### config.mk
export PLATFORM = sky130hd
export DESIGN_NAME = drive_status_unit
export DESIGN_NICKNAME = d
export VERILOG_FILES = /design/src/rtl/dsu_pkg.sv /design/src/rtl/dsu_busy_fsm.sv /design/src/rtl/dsu_cond_hold.sv /design/src/rtl/dsu_irq_ctl.sv /design/src/rtl/drive_status_unit.sv
export SDC_FILE = /design/constraint.sdc
export NUM_CORES = 1
export LEC_CHECK = 0
export ABC_AREA = 1
export BUFFER_PORTS_ARGS = -buffer_cell sky130_fd_sc_hd__buf_2
export CAP_MARGIN = 20
export CORE_MARGIN = 1
export CORE_UTILIZATION = 41
export DETAILED_ROUTE_END_ITERATION = 7
export PLACE_DENSITY = 0.77
export SYNTH_ARGS = -nofsm -noshare
export SYNTH_HDL_FRONTEND = slang
export SYNTH_SLANG_ARGS = --single-unit
export TNS_END_PERCENT = 10
### constraint.sdc
create_clock -name clk -period 1.3 [get_ports clk]
set_clock_uncertainty 0.05 [all_clocks]
set_input_delay 0.13 -clock clk [delete_from_list [all_inputs] [get_ports clk]]
set_output_delay 0.13 -clock clk [all_outputs]
set_load 0.01 [all_outputs]
### src/rtl/dsu_pkg.sv
package dsu_pkg;
    localparam int unsigned B_BSY = 7;
    localparam int unsigned B_RDY = 6;
    localparam int unsigned B_WF  = 5;
    localparam int unsigned B_SK  = 4;
    localparam int unsigned B_DRQ = 3;
    localparam int unsigned B_COR = 2;
    localparam int unsigned B_IDX = 1;
    localparam int unsigned B_ERR = 0;
    localparam int unsigned STAT_W = 8;

    typedef enum logic [1:0] {
        ST_HOLD = 2'd0,
        ST_BUSY = 2'd1,
        ST_IDLE = 2'd2,
        ST_ARM  = 2'd3
    } bsy_st_e;

    typedef struct packed {
        logic rdy;
        logic wf;
        logic sk;
    } cond_t;
endpackage

### src/rtl/dsu_busy_fsm.sv
module dsu_busy_fsm
    import dsu_pkg::*;
#(
    parameter int unsigned ARM_CYC = 3
) (
    input  logic clk,
    input  logic rst_n,
    input  logic srst,
    input  logic busy_req,
    input  logic core_done,
    output logic bsy,
    output logic take
);
    localparam int unsigned CNT_W    = (ARM_CYC < 2) ? 1 : $clog2(ARM_CYC);
    localparam int unsigned ARM_LOAD = (ARM_CYC >= 2) ? ARM_CYC - 2 : 0;

    bsy_st_e            st, st_nx;
    logic [CNT_W-1:0]   cnt, cnt_nx;

    always_ff @(posedge clk or negedge rst_n) begin
        if (!rst_n) begin
            st  <= ST_HOLD;
            cnt <= '0;
        end else begin
            st  <= st_nx;
            cnt <= cnt_nx;
        end
    end

    always_comb begin
        st_nx  = st;
        cnt_nx = cnt;
        if (srst) begin
            st_nx = ST_HOLD;
        end else begin
            unique case (st)
                ST_HOLD: st_nx = ST_BUSY;
                ST_BUSY: if (core_done) st_nx = ST_IDLE;
                ST_IDLE: begin
                    if (busy_req) begin
                        if (ARM_CYC < 2) begin
                            st_nx = ST_BUSY;
                        end else begin
                            st_nx  = ST_ARM;
                            cnt_nx = CNT_W'(ARM_LOAD);
                        end
                    end
                end
                ST_ARM: begin
                    if (cnt == '0) st_nx = ST_BUSY;
                    else           cnt_nx = cnt - 1'b1;
                end
                default: st_nx = ST_HOLD;
            endcase
        end
    end

    always_comb begin
        bsy  = (st == ST_HOLD) || (st == ST_BUSY);
        take = (st == ST_IDLE) && busy_req && !srst;
    end

    p_srst_busy_r2: assert property (@(posedge clk) disable iff (!rst_n)
        srst |=> bsy);
    p_idle_quiet_r3: assert property (@(posedge clk) disable iff (!rst_n)
        (st == ST_IDLE && !busy_req && !srst) |=> !bsy);
    p_req_ignored_r3: assert property (@(posedge clk) disable iff (!rst_n)
        (bsy && busy_req && !core_done && !srst) |=> bsy);
    p_done_idle_r4: assert property (@(posedge clk) disable iff (!rst_n)
        (st == ST_BUSY && core_done && !srst) |=> !bsy);
endmodule

### src/rtl/dsu_cond_hold.sv
module dsu_cond_hold
    import dsu_pkg::*;
(
    input  logic clk,
    input  logic rst_n,
    input  logic srst,
    input  logic err_evt,
    input  logic stat_rd,
    input  logic take,
    input  logic live_rdy,
    input  logic live_wf,
    input  logic live_sk,
    output logic rdy_o,
    output logic wf_o,
    output logic sk_o,
    output logic err_o
);
    logic  frozen;
    logic  err_q;
    cond_t held;

    always_ff @(posedge clk or negedge rst_n) begin
        if (!rst_n) begin
            frozen <= 1'b0;
            err_q  <= 1'b0;
            held   <= '0;
        end else if (srst) begin
            frozen <= 1'b0;
            err_q  <= 1'b0;
        end else if (err_evt) begin
            frozen   <= 1'b1;
            err_q    <= 1'b1;
            held.rdy <= live_rdy;
            held.wf  <= live_wf;
            held.sk  <= live_sk;
        end else begin
            if (stat_rd) frozen <= 1'b0;
            if (take)    err_q  <= 1'b0;
        end
    end

    always_comb begin
        rdy_o = frozen ? held.rdy : live_rdy;
        wf_o  = frozen ? held.wf  : live_wf;
        sk_o  = frozen ? held.sk  : live_sk;
        err_o = err_q;
    end

    p_hold_stable_r6: assert property (@(posedge clk) disable iff (!rst_n)
        (frozen && !err_evt && !stat_rd && !srst) |=> (frozen && $stable(held)));
    p_err_set_r5: assert property (@(posedge clk) disable iff (!rst_n)
        (err_evt && !srst) |=> err_q);
    p_err_clr_r5: assert property (@(posedge clk) disable iff (!rst_n)
        (take && !err_evt && !srst) |=> !err_q);
    p_srst_clr_r11: assert property (@(posedge clk) disable iff (!rst_n)
        srst |=> (!frozen && !err_q));
endmodule

### src/rtl/dsu_irq_ctl.sv
module dsu_irq_ctl (
    input  logic clk,
    input  logic rst_n,
    input  logic srst,
    input  logic irq_req,
    input  logic stat_rd,
    input  logic irq_en_n,
    input  logic drv_sel,
    output logic intrq,
    output logic intrq_oe
);
    logic pend;

    always_ff @(posedge clk or negedge rst_n) begin
        if (!rst_n)       pend <= 1'b0;
        else if (srst)    pend <= 1'b0;
        else if (irq_req) pend <= 1'b1;
        else if (stat_rd) pend <= 1'b0;
    end

    always_comb begin
        intrq_oe = !irq_en_n && drv_sel;
        intrq    = pend && intrq_oe;
    end

    p_ack_r7: assert property (@(posedge clk) disable iff (!rst_n)
        (stat_rd && !irq_req && !srst) |=> !pend);
    p_keep_r7: assert property (@(posedge clk) disable iff (!rst_n)
        (pend && !stat_rd && !srst) |=> pend);
    p_race_r8: assert property (@(posedge clk) disable iff (!rst_n)
        (irq_req && stat_rd && !srst) |=> pend);
    p_srst_r11: assert property (@(posedge clk) disable iff (!rst_n)
        srst |=> !pend);
endmodule

### src/rtl/drive_status_unit.sv
module drive_status_unit
    import dsu_pkg::*;
#(
    parameter int unsigned ARM_CYC = 3
) (
    input  logic              clk,
    input  logic              rst_n,
    input  logic              srst,
    input  logic              stat_rd,
    input  logic              core_ready,
    input  logic              core_wfault,
    input  logic              core_seek_ok,
    input  logic              core_drq,
    input  logic              core_corr,
    input  logic              core_index,
    input  logic              core_err,
    input  logic              core_irq,
    input  logic              busy_req,
    input  logic              core_done,
    input  logic              irq_en_n,
    input  logic              drv_sel,
    input  logic              stand_in,
    output logic [STAT_W-1:0] status_byte,
    output logic              intrq,
    output logic              intrq_oe
);
    logic bsy, take;
    logic rdy_v, wf_v, sk_v, err_v;

    dsu_busy_fsm #(.ARM_CYC(ARM_CYC)) u_fsm (
        .clk       (clk),
        .rst_n     (rst_n),
        .srst      (srst),
        .busy_req  (busy_req),
        .core_done (core_done),
        .bsy       (bsy),
        .take      (take)
    );

    dsu_cond_hold u_hold (
        .clk      (clk),
        .rst_n    (rst_n),
        .srst     (srst),
        .err_evt  (core_err),
        .stat_rd  (stat_rd),
        .take     (take),
        .live_rdy (core_ready),
        .live_wf  (core_wfault),
        .live_sk  (core_seek_ok),
        .rdy_o    (rdy_v),
        .wf_o     (wf_v),
        .sk_o     (sk_v),
        .err_o    (err_v)
    );

    dsu_irq_ctl u_irq (
        .clk      (clk),
        .rst_n    (rst_n),
        .srst     (srst),
        .irq_req  (core_irq),
        .stat_rd  (stat_rd),
        .irq_en_n (irq_en_n),
        .drv_sel  (drv_sel),
        .intrq    (intrq),
        .intrq_oe (intrq_oe)
    );

    always_comb begin
        status_byte = '0;
        if (!stand_in) begin
            if (bsy) begin
                status_byte[B_BSY] = 1'b1;
            end else begin
                status_byte[B_RDY] = rdy_v;
                status_byte[B_WF]  = wf_v;
                status_byte[B_SK]  = sk_v;
                status_byte[B_DRQ] = core_drq;
                status_byte[B_COR] = core_corr;
                status_byte[B_IDX] = core_index;
                status_byte[B_ERR] = err_v;
            end
        end
    end

    p_err_visible_r5: assert property (@(posedge clk) disable iff (!rst_n)
        (core_err && !srst && !bsy && !busy_req && !core_done) |=> (stand_in || status_byte[B_ERR] || status_byte[B_BSY]));
endmodule

---- Word-level counts from Yosys, hierarchy flattened ----
Cells that the tools add are included.
storage, ports and cells
  word-level logic and storage cells ...... 56
  output and inout port bits .............. 10
  bits in registers ....................... 10
cells by class
  reduce and logical (&&, ||, !) cells .... 16
  add/subtract/negate cells ............... 1
  mux-type cells .......................... 22
  equality and inequality tests ........... 8
  bitwise operators ....................... 1
operator list
  operator                                                                count
  1-bit two-way mux                                                       12
  2-bit two-way mux                                                       6
  3-bit nonzero test                                                      3
  8-bit two-way mux                                                       1
  2-bit one-hot mux with 4 select lines                                   1
  7-bit two-way mux                                                       1
  3-bit != test (second input constant)                                   2
  2-bit equality test (second input constant)                             2
  1-bit logical AND                                                       4
  2-bit zero test                                                         2
  2-bit != test (second input constant)                                   2
  2-bit one-hot mux with 2 select lines                                   1
  4-bit AND reduction                                                     1
  3-bit by 2-bit != test with 1-bit output (second input constant)        1
  3-bit AND reduction                                                     1
  2-bit by 1-bit equality test with 1-bit output (second input constant)  1
  1-bit zero test                                                         2
  2-bit AND reduction                                                     1
  2-bit nonzero test                                                      1
  2-bit by 1-bit subtractor with 2-bit output (second input constant)     1
  1-bit logical OR                                                        1
  1-bit NOT                                                               1

---- Longest topological paths before layout ----
Gate-level depths: netlist (run 1).
  depth in word-level cells ............... 6
  depth in mapped cells ................... 8

---- Modules after synthesis ----
Synthesis (run 1) repeated with hierarchy kept, for this count alone.
second synthesis, totals
  cell total of the unflattened synthesis .. 102
  area total of the unflattened synthesis .. 703.2 µm²
modules (own cells, without submodules)
  module             cells each  instances  area each (µm²)  seq. area each (µm²)
  dsu_busy_fsm       46          1          331.6            100.1
  dsu_cond_hold      31          1          235.2            125.1
  drive_status_unit  17          1          71.3             0.0
  dsu_irq_ctl        8           1          65.1             25.0

---- Least setup slack after synthesis (run 1) ----
OpenSTA, ideal clock, no wires.
  path kind ............................... reg2out
  from .................................... register u_fsm.st[1]
  to ...................................... output status_byte[4]
  buffers on the path ..................... 0
  stages on the path, launching flop included .. 6
  data arrival time ....................... 1.122 ns
  setup slack ............................. -0.002 ns
  cells stage by stage .................... dfrtp_1 -> inv_1 -> ha_1 -> nor2_1 -> nand2_1 -> a21oi_1
on the way
  cells in the longest elaborated chain, start to end .. 4
  elaborated cells on any way between the ends .. 5
  those cells by class .................... eq/ne: 1; mux: 2; reduce/logical: 2
ends and longest elaborated chain
  what                                                                                      RTL line                 RTL
  start: declaration                                                                        dsu_busy_fsm.sv:17       bsy_st_e st, st_nx;
  start signal: assignment                                                                  dsu_busy_fsm.sv:25       st <= st_nx;
  2-bit by 1-bit equality test with 1-bit output / 2-bit zero test (equally long branches)  dsu_busy_fsm.sv:59       bsy = (st == ST_HOLD) || (st == ST_BUSY);
  1-bit logical OR (*)                                                                      dsu_busy_fsm.sv:59
  7-bit two-way mux (*)                                                                     drive_status_unit.sv:71  if (bsy) begin
  8-bit two-way mux (*)                                                                     drive_status_unit.sv:70  if (!stand_in) begin
  end: declaration                                                                          drive_status_unit.sv:23  output logic [STAT_W-1:0] status_byte,
Mark *: on every way between the ends. The rest lies on a longest branch, timed or not.

---- Worst setup path in the final report (run 1) ----
  from .................................... register u_fsm.st[0]
  to ...................................... output status_byte[1]
The elaborated chain is that of the path after synthesis.

==> results_dict.tcl, run 1 <==
set metrics [dict create \
    status "complete, but fails checks" \
    violations "setup timing" \
    seqPwrFrac 0.287 \
    layout_setup_ws_ns -0.260 \
    initial_utilization 0.439 \
    clk_pin_slew_ns 0.06 \
    post_drt_wl_per_cell_um 10.9 \
    rsz0062_at_grt "true" \
    final_max_slew_viol_count 0 \
    die_w_um 42.4 \
    p_leak_nw 0.557 \
    io_pins 27 \
    drc_errors 0 \
    crit_required_ns 1.12 \
    p_comb_frac 0.586 \
    whs_path_depth 2 \
    fp-row-count 14 \
    slew_headroom 0.840 \
    reg2reg_from "u_fsm.st[0]" \
    r2r_slack_ns -0.03 \
    swShare 0.407 \
    drv_cap 0 \
    synth.net_count 116 \
    nets 154 \
    die-area_mm2 0.00180 \
    cts_max_level 1 \
    switching_power_w 0.000652 \
    ff_latch_area_um2 251 \
    fin_crit_ns 1.56 \
    tightest_slew_ns 0.241 \
    die_h_um 42.4 \
    netlist_area_um2 669 \
    num_antenna_cells 0 \
    hp-class "in -> reg" \
    cts_tree "yes" \
    endpoint_kind "output port" \
    ys_seq_area_frac 0.374 \
    max_freq_mhz 641 \
    arrival_ns 1.38 \
    ys_types 16 \
    synthToLayoutAreaGrowth_pct 45.8 \
    crit_start "u_fsm.st[0]" \
    first_global_vias 704 \
    r2r_end "u_fsm.cnt[1]" \
    final_antenna_net_count 0 \
    dp.cells 140 \
    grtUsageTotal 0.221 \
    post-dp-hpwl_um 1170 \
    r2r_cells 9 \
    pwr-share-clk 0.127 \
    setup_viol 10 \
    post-route-util 0.640 \
    avgSynthCellArea_um2 7.12 \
    p_int_w 0.000951 \
    overflow 0 \
    cp_max_fo 7 \
    antenna_found_initial 0 \
    core_mm2 0.00152 \
    drive_gt1_frac 0.446 \
    nFillCells 143 \
    drtIter0Drc 13 \
    p_per_area_mw_per_mm2 1640 \
    cts_root_buffer "clkbuf_4" \
    cts_buffers 3 \
    ys_seq_elements 10 \
    synth_cells 94 \
    ir_drop_mv 0.994 \
    ys_warn_count 0 \
    grt_pass1_wl_um 2950 \
    grt_max_degree 11 \
    stdcell_count 146 \
    cts_sinks 10 \
    hold_viol_final 0 \
    first_pass_iters 4 \
    cts.path.max_buffers 2 \
    crit_path_start_kind "flip-flop" \
    vias 697 \
    clkLatencyLatePin_ns 0.26 \
    drt-total-wl_um 1590 \
    io_buffers 26 \
    hold_start "stat_rd" \
    multi_input_area_um2 418 \
    fin_tns_setup_ns -1.93 \
    min_period_over_period 1.20 \
    holdPathEnd "u_hold.frozen" \
    vias_per_cell 4.77 \
    path_class "reg -> out" \
    place_congestion 0.753 \
]
[metrics by stage]
step / area [um2] / worst slack [ns] / hold WS [ns] / total power, W
after floorplan: 669 / -0.00206 / -0.216 / 0.000849
after global placement: 846 / -0.0454 / -0.0489 / 0.00111
after detailed placement: 846 / -0.126 / -0.0431 / 0.00113
after CTS: 970 / -0.252 / 0.00809 / 0.00158
final: 976 / -0.260 / 0.0314 / 0.00160
after global routing: 976 / -0.341 / 0.0182 / 0.00177
[power groups by stage]
stage          Sequential (W)  Clock (W)  Combinational [W]
2_1_floorplan        0.000440          0           0.000410
3_3_place_gp         0.000446          0           0.000662
3_5_place_dp         0.000450          0           0.000683
4_1_cts              0.000458   0.000215           0.000910
5_1_grt              0.000469   0.000232            0.00107
6_report             0.000460   0.000203           0.000939
[flip-flops by register name (all words and copies together) (netlist names)]
name and flops:
u_fsm.cnt 2, u_hold.frozen 1, u_hold.err_o 1, u_fsm.st 2
u_irq.pend 1, u_hold.held 3
[timing repair]
action,in CTS,in global routing
hold buffers,1,0
gates resized for setup,19,3
pin swaps,2,4
setup buffers,2,0
hold endpoints to repair,10,0
endpoints found under the setup margin,11,12
[final cells by class]
class / count / area share
clock buffer: 3 / 0.0231
inverter: 17 / 0.0654
sequential: 10 / 0.258
timing repair buffer: 34 / 0.205
multi-input combinational: 66 / 0.428
tap: 16 / 0.0205
[cell usage after synthesis]
library cell  number  area [um2]
dfrtp_1           10         250
inv_1             16        60.1
ha_1               5        62.6
nand2_1           27         101
nand3_1            6        30.0
nor2_2             2        12.5
a21oi_1            4        20.0
o21ai_2            1        8.76
nor2_1            13        48.8
nor3b_1            1        7.51
inv_2              1        3.75
nand2_2            2        12.5
buf_6              1        11.3
nand4_1            2        12.5
nand3_2            2        20.0
o31ai_1            1        7.51
[cell families (layout without fill, tap and decap cells)]
kind of cell / count (synthesis) / count (layout) / synth area share
AOI/OAI and AO/OA: 6 / 6 / 0.0542
buffers and inverters: 18 / 54 / 0.112
adders and majority gates: 5 / 5 / 0.0935
and+or+nand+nor: 55 / 55 / 0.366
DFF: 10 / 10 / 0.374
[placed cells by master, fill, tap and decap left out, drive strengths merged]
master | synthesis | layout
inv | 17 | 17
nor3b | 1 | 1
nand2 | 29 | 29
nand4 | 2 | 2
nand3 | 8 | 8
buf | 1 | 33
a21oi | 4 | 4
dlygate4sd3 | 0 | 1
clkbuf | 0 | 3
dfrtp | 10 | 10
nor2 | 15 | 15
ha | 5 | 5
o31ai | 1 | 1
o21ai | 1 | 1
[layer usage]
metal	wire length, um	up-vias	GRT usage	part of all wire
li1	-	363	-	-
met1	687	309	0.259	0.43
met2	804	23	0.372	0.51
met3	78	2	0.0948	0.049
met4	15	0	0.0500	0.0095
met5	0	-	0	0
[worst max-delay path, stage by stage, from the launching register on]
cell and delay [ns]:
dfrtp_2 0.42, inv_2 0.07, ha_4 0.17, nor2_4 0.12
nand2_4 0.10, nor2_1 0.11, buf_2 0.14
[worst max path at each step]
stage                endpoint
4_1_cts        status_byte[1]
3_3_place_gp   status_byte[0]
6_report       status_byte[1]
5_1_grt        status_byte[0]
3_5_place_dp   status_byte[6]
2_1_floorplan  status_byte[4]
No activity file was read; power rests on OpenSTA's default activity.
==> run 2, diff against run 1 <==
- ABC_AREA: 1 -> 0
- PLACE_DENSITY: 0.77 -> 0.78
==> results_dict.tcl, run 2 <==
set metrics [dict create \
    setup_viol 12 \
    cts_max_level 1 \
    crit_chain "inv_2 > ha_4 > or3_4 > nor2_1 > buf_2" \
    vias 572 \
    netlist_area_um2 648 \
    cp_max_fo 3 \
    die-area_mm2 0.00174 \
    drtIter0Drc 6 \
    cts_tree "yes" \
    cpPeakStageDelay_ns 0.43 \
    synthToLayoutAreaGrowth_pct 51.2 \
    largest_register "u_hold.held" \
    p_per_area_mw_per_mm2 1600 \
    yosys.area_share.simple 0.210 \
    synth_mux_area_frac 0.170 \
    max_freq_mhz 589 \
    cts_root_buffer "clkbuf_4" \
    final_cell_mix "buf_2 (26), dfrtp_1 (10), nor2_1 (9), buf_4 (9)" \
    crit_family "flip-flops" \
    top_regs "u_hold.held (3), u_fsm.cnt (2), u_fsm.st (2)" \
    layout_setup_ws_ns -0.398 \
    synth_common_cells "dfrtp_1 (10), nor2_1 (10), inv_1 (7)" \
    postLayoutCellArea_um2 980 \
    grtUsageTotal 0.182 \
    drv_cap 0 \
    die_h_um 41.8 \
    antenna_found_initial 0 \
    tightest_slew_ns 0.316 \
    core_mm2 0.00138 \
    overflow 0 \
    post-synth-top-area-cell "dfrtp_1" \
    endpoint_kind "output port" \
    hold_start "core_irq" \
    slew_headroom 0.789 \
    synth_area_leaders "dfrtp_1 (39%), ha_1 (9.7%), mux2i_1 (7.7%)" \
    fp-row-count 13 \
    synth.net_count 86 \
    synth-compound-area-share 0.0888 \
    min_period_over_period 1.31 \
    synth_top_family_by_area "simple AND/OR/NAND/NOR gates" \
    io_buffers 26 \
    hold_viol_final 0 \
    fin_hold_ws_ns 0.0479 \
    crit_path_start_kind "flip-flop" \
    num_antenna_cells 0 \
    drive_gt1_frac 0.573 \
    drt-total-wl_um 1390 \
    path_class "reg -> out" \
    r2r_cells 5 \
    arrival_ns 1.52 \
    synth_ff_type "dfrtp_1" \
    synth_cells 64 \
    async_flop_share 1.00 \
    ir_drop_mv 1.04 \
    cts.path.max_buffers 2 \
    synth_edf_count 0 \
    first_global_vias 571 \
    p_leak_nw 0.487 \
    post-dp-hpwl_um 985 \
    path_buf_inv 2 \
    cts_buffers 3 \
    initial_utilization 0.469 \
    first_pass_iters 2 \
    die_w_um 41.8 \
    hp-class "in -> reg" \
    avgSynthCellArea_um2 10.1 \
    vias_per_cell 4.85 \
    crit_start "u_fsm.st[0]" \
    drc_errors 0 \
    place_congestion 0.754 \
    yosys.area_share.adder 0.0965 \
    status "complete, but fails checks" \
    synth_top_area_frac 0.386 \
    clkLatencyLatePin_ns 0.27 \
    crit_required_ns 1.12 \
    final_antenna_net_count 0 \
    fin_crit_ns 1.70 \
    violations "setup timing" \
    ys_warn_count 0 \
    stdcell_count 118 \
    post_drt_wl_per_cell_um 11.8 \
    cp.depth 5 \
    cts_sinks 10 \
    final_max_slew_viol_count 0 \
    ys_types 20 \
    nFillCells 100 \
    dp.cells 111 \
    reg2reg_from "u_fsm.st[1]" \
    clk_pin_slew_ns 0.07 \
    largest_reg_flops 3 \
    grt_max_degree 11 \
    whs_path_depth 3 \
    nets 126 \
    placed_area_um2 863 \
    io_pins 27 \
    ys_seq_elements 10 \
    final_common_cell "buf_2" \
    grt_pass1_wl_um 2480 \
    ys_seq_area_frac 0.386 \
    rsz0062_at_grt "true" \
    synth_xor_area_frac 0 \
    cpMaxStageDelayCell "dfrtp_1" \
]
## run 2: cell count changes after synthesis, sizes merged, moves of 3 or more
cell    delta
and2       +5
nand3      -8
nand2b     +3
nor2       -4
nand2     -27
mux2i      +5
inv       -10
mux2       +5
## run 2: path summary, 6_finish.rpt
kind | endpoint | slack, ns
max in group asynchronous | u_irq.pend | 0.78
max reg2reg | u_fsm.cnt[0] | -0.35
max | status_byte[4] | -0.40
min | u_irq.pend | 0.05
min reg2reg | u_hold.held[1] | 0.46
min in group asynchronous | u_hold.held[2] | 0.22
## run 2: layout make-up
class	instances	area, um2	area share
multi-input cells	46	440	0.450
inverters	7	26.3	0.0268
clock buffers	4	36.3	0.0370
well taps	15	18.8	0.0192
repair buffers	36	208	0.212
flip-flops and latches	10	250	0.255
## run 2: what timing repair did
item                                    in CTS  in global routing
hold buffers                                 1                  0
pin swaps                                    4                  0
setup buffers                                2                  0
endpoints found under the hold margin       10                  0
resized for setup                            8                  3
endpoints found under the setup margin      12                 13
## run 2: layer usage
layer	up-vias	GRT usage	routed length [um]
li1	291	-	-
met1	261	0.209	594
met2	18	0.347	715
met3	2	0.0304	70
met4	0	0.0387	11
met5	-	0	0
## run 2: worst reg2reg max path: cells and delay by family, from the launching register on
family	cells	cell delay (ns)
AO/OA/AOI/OAI	1	0.24
adder cells (fa/ha/maj)	1	0.19
buffers and inverters	1	0.16
flip-flops	1	0.39
multiplexers	1	0.33
AND/OR/NAND/NOR	1	0.19
## run 2: report_power, final
| part | switching (W) | internal [W] |
|---|---|---|
| Clock | 0.000121 | 0.000170 |
| Combinational | 0.000381 | 0.000462 |
| Sequential | 0.0000500 | 0.000380 |
| Total | 0.000552 | 0.00101 |
## run 2: per-stage QoR
stage	power (W)	worst slack, ns	setup TNS (ns)	util
after CTS	0.00153	-0.370	-3.97	0.700
after detailed placement	0.00111	-0.272	-2.58	0.624
after floorplan	0.000857	-0.222	-0.914	-
final	0.00156	-0.398	-3.92	0.709
after global placement	0.00109	-0.254	-2.29	0.624
after global routing	0.00167	-0.465	-4.85	0.709
## run 2: kinds of logic after synthesis
kind of cell / Yosys count
flops: 10
fa+ha+maj: 5
buf+inv: 8
mux: 10
compound gates: 5
simple gates: 26
==> run 3, diff against run 2 <==
- CELL_PAD_IN_SITES_DETAIL_PLACEMENT: unset -> 2
- CELL_PAD_IN_SITES_GLOBAL_PLACEMENT: unset -> 2
- CORE_UTILIZATION: 41 -> 24
- PLACE_DENSITY: 0.78 -> 0.77
==> results_dict.tcl, run 3 (synthesis gave the netlist of run 2 again) <==
set metrics [dict create \
    crit_required_ns 1.12 \
    largest_reg_flops 3 \
    tightest_slew_ns 0.324 \
    cp_max_fo 3 \
    rsz0062_at_grt "true" \
    top_regs "u_hold.held (3), u_fsm.cnt (2), u_fsm.st (2)" \
    whs_path_depth 3 \
    seqPwrFrac 0.285 \
    die_w_um 54.0 \
    max_freq_mhz 594 \
    arrival_ns 1.50 \
    r2r_end "u_fsm.cnt[0]" \
    initial_utilization 0.257 \
    fin_crit_ns 1.68 \
    layout_setup_ws_ns -0.385 \
    pwr-share-clk 0.142 \
    grt_max_degree 11 \
    drc_errors 0 \
    vias 600 \
    violations "setup timing" \
    vias_per_cell 4.51 \
    clkLatencyLatePin_ns 0.26 \
    place_congestion 0.673 \
    overflow 0 \
    grt_pass1_wl_um 2730 \
    num_antenna_cells 0 \
    fin_hold_ws_ns 0.0551 \
    cts_buffers 3 \
    r2r_cells 5 \
    final_antenna_net_count 0 \
    swShare 0.360 \
    die_h_um 54.0 \
    cts_root_buffer "clkbuf_4" \
    ir_drop_mv 0.684 \
    core_mm2 0.00252 \
    fp-row-count 18 \
    drv_cap 0 \
    drtIter0Drc 1 \
    post_drt_wl_per_cell_um 13.0 \
    clk_pin_slew_ns 0.06 \
    final_max_slew_viol_count 0 \
    p_comb_frac 0.573 \
    die-area_mm2 0.00291 \
    switching_power_w 0.000541 \
    cts.path.max_buffers 2 \
    p_per_area_mw_per_mm2 1530 \
    hold_viol_final 0 \
    crit_path_start_kind "flip-flop" \
    min_period_over_period 1.30 \
    path_buf_inv 2 \
    final_common_cell "buf_2" \
    hp-class "in -> reg" \
    postLayoutCellArea_um2 987 \
    drt-total-wl_um 1730 \
    cpMaxStageDelayCell "dfrtp_1" \
    path_class "reg -> out" \
    status "complete, but fails checks" \
    post-dp-hpwl_um 1440 \
    first_global_vias 613 \
    setup_viol 12 \
    crit_chain "inv_2 > ha_4 > or3_4 > nor2_1 > buf_2" \
    r2r_slack_ns -0.38 \
    p_leak_nw 0.485 \
    cts_tree "yes" \
    first_pass_iters 4 \
    cp.depth 5 \
    endpoint_kind "output port" \
    critPathCapture "status_byte[4]" \
    drive_gt1_frac 0.553 \
    grtUsageTotal 0.139 \
    p_int_w 0.000964 \
    largest_register "u_hold.held" \
    crit_start "u_fsm.st[0]" \
    io_buffers 26 \
    io_pins 27 \
    slew_headroom 0.784 \
    placed_area_um2 890 \
    cpPeakStageDelay_ns 0.42 \
    reg2reg_from "u_fsm.st[1]" \
    cts_max_level 1 \
    antenna_found_initial 0 \
    synthToLayoutAreaGrowth_pct 52.3 \
    final_cell_mix "buf_2 (26), dfrtp_1 (10), nor2_1 (9), buf_4 (9)" \
    cts_sinks 10 \
    nets 127 \
    crit_family "simple AND/OR/NAND/NOR gates" \
]
## run 3: worst min-delay path by stage
stage	end	startpoint	slack, ns
floorplan	u_fsm.cnt[0]	rst_n	-0.22
global placement	u_fsm.cnt[1]	rst_n	-0.04
detailed placement	u_fsm.cnt[1]	rst_n	-0.03
CTS	u_irq.pend	core_irq	0.05
global route	u_irq.pend	core_irq	0.04
finish	u_irq.pend	core_irq	0.06
## run 3: tightest hold or removal path: stages
cell and delay (ns):
buf_2 0.08, a21oi_1 0.03, nor2_1 0.08
## run 3: cell type report
type	count	area, um2
Inverter	7	26.3
Clock buffer	3	22.5
Multi-Input combinational cell	46	432
Fill cell	291	1540
Timing Repair Buffer	37	219
Tap cell	30	37.5
Sequential cell	10	250
## run 3: timing repair
| item | 4_1_cts | 5_1_grt |
|---|---|---|
| hold endpoints to repair | 10 | 0 |
| hold buffers | 1 | 0 |
| pin swaps | 3 | 0 |
| resized for setup | 9 | 1 |
| setup buffers | 2 | 0 |
| endpoints found under the setup margin | 12 | 12 |
## run 3: power groups by stage
stage               Clock [W]  Sequential, W  Combinational (W)
floorplan                   0       0.000425           0.000432
global placement            0       0.000431           0.000693
detailed placement          0       0.000437           0.000740
CTS                  0.000224       0.000429           0.000888
global route         0.000247       0.000439           0.000950
finish               0.000214       0.000429           0.000862
## run 3: metrics by stage
| stage | util | setup WS, ns | total power (W) | TNS [ns] | std cells |
|---|---|---|---|---|---|
| 2_1_floorplan | - | -0.222 | 0.000857 | -0.914 | 64 |
| 3_3_place_gp | 0.353 | -0.263 | 0.00112 | -2.15 | 127 |
| 3_5_place_dp | 0.353 | -0.334 | 0.00118 | -3.09 | 127 |
| 4_1_cts | 0.390 | -0.403 | 0.00154 | -4.15 | 133 |
| 5_1_grt | 0.391 | -0.468 | 0.00164 | -4.92 | 133 |
| 6_report | 0.391 | -0.385 | 0.00151 | -3.91 | 133 |
## run 3: layer usage
layer / global-route usage / vias to the layer above / part of all wire
li1: - / 287 / -
met1: 0.141 / 289 / 0.40
met2: 0.257 / 22 / 0.54
met3: 0.0282 / 2 / 0.058
met4: 0.0789 / 0 / 0.0069
met5: 0 / - / 0
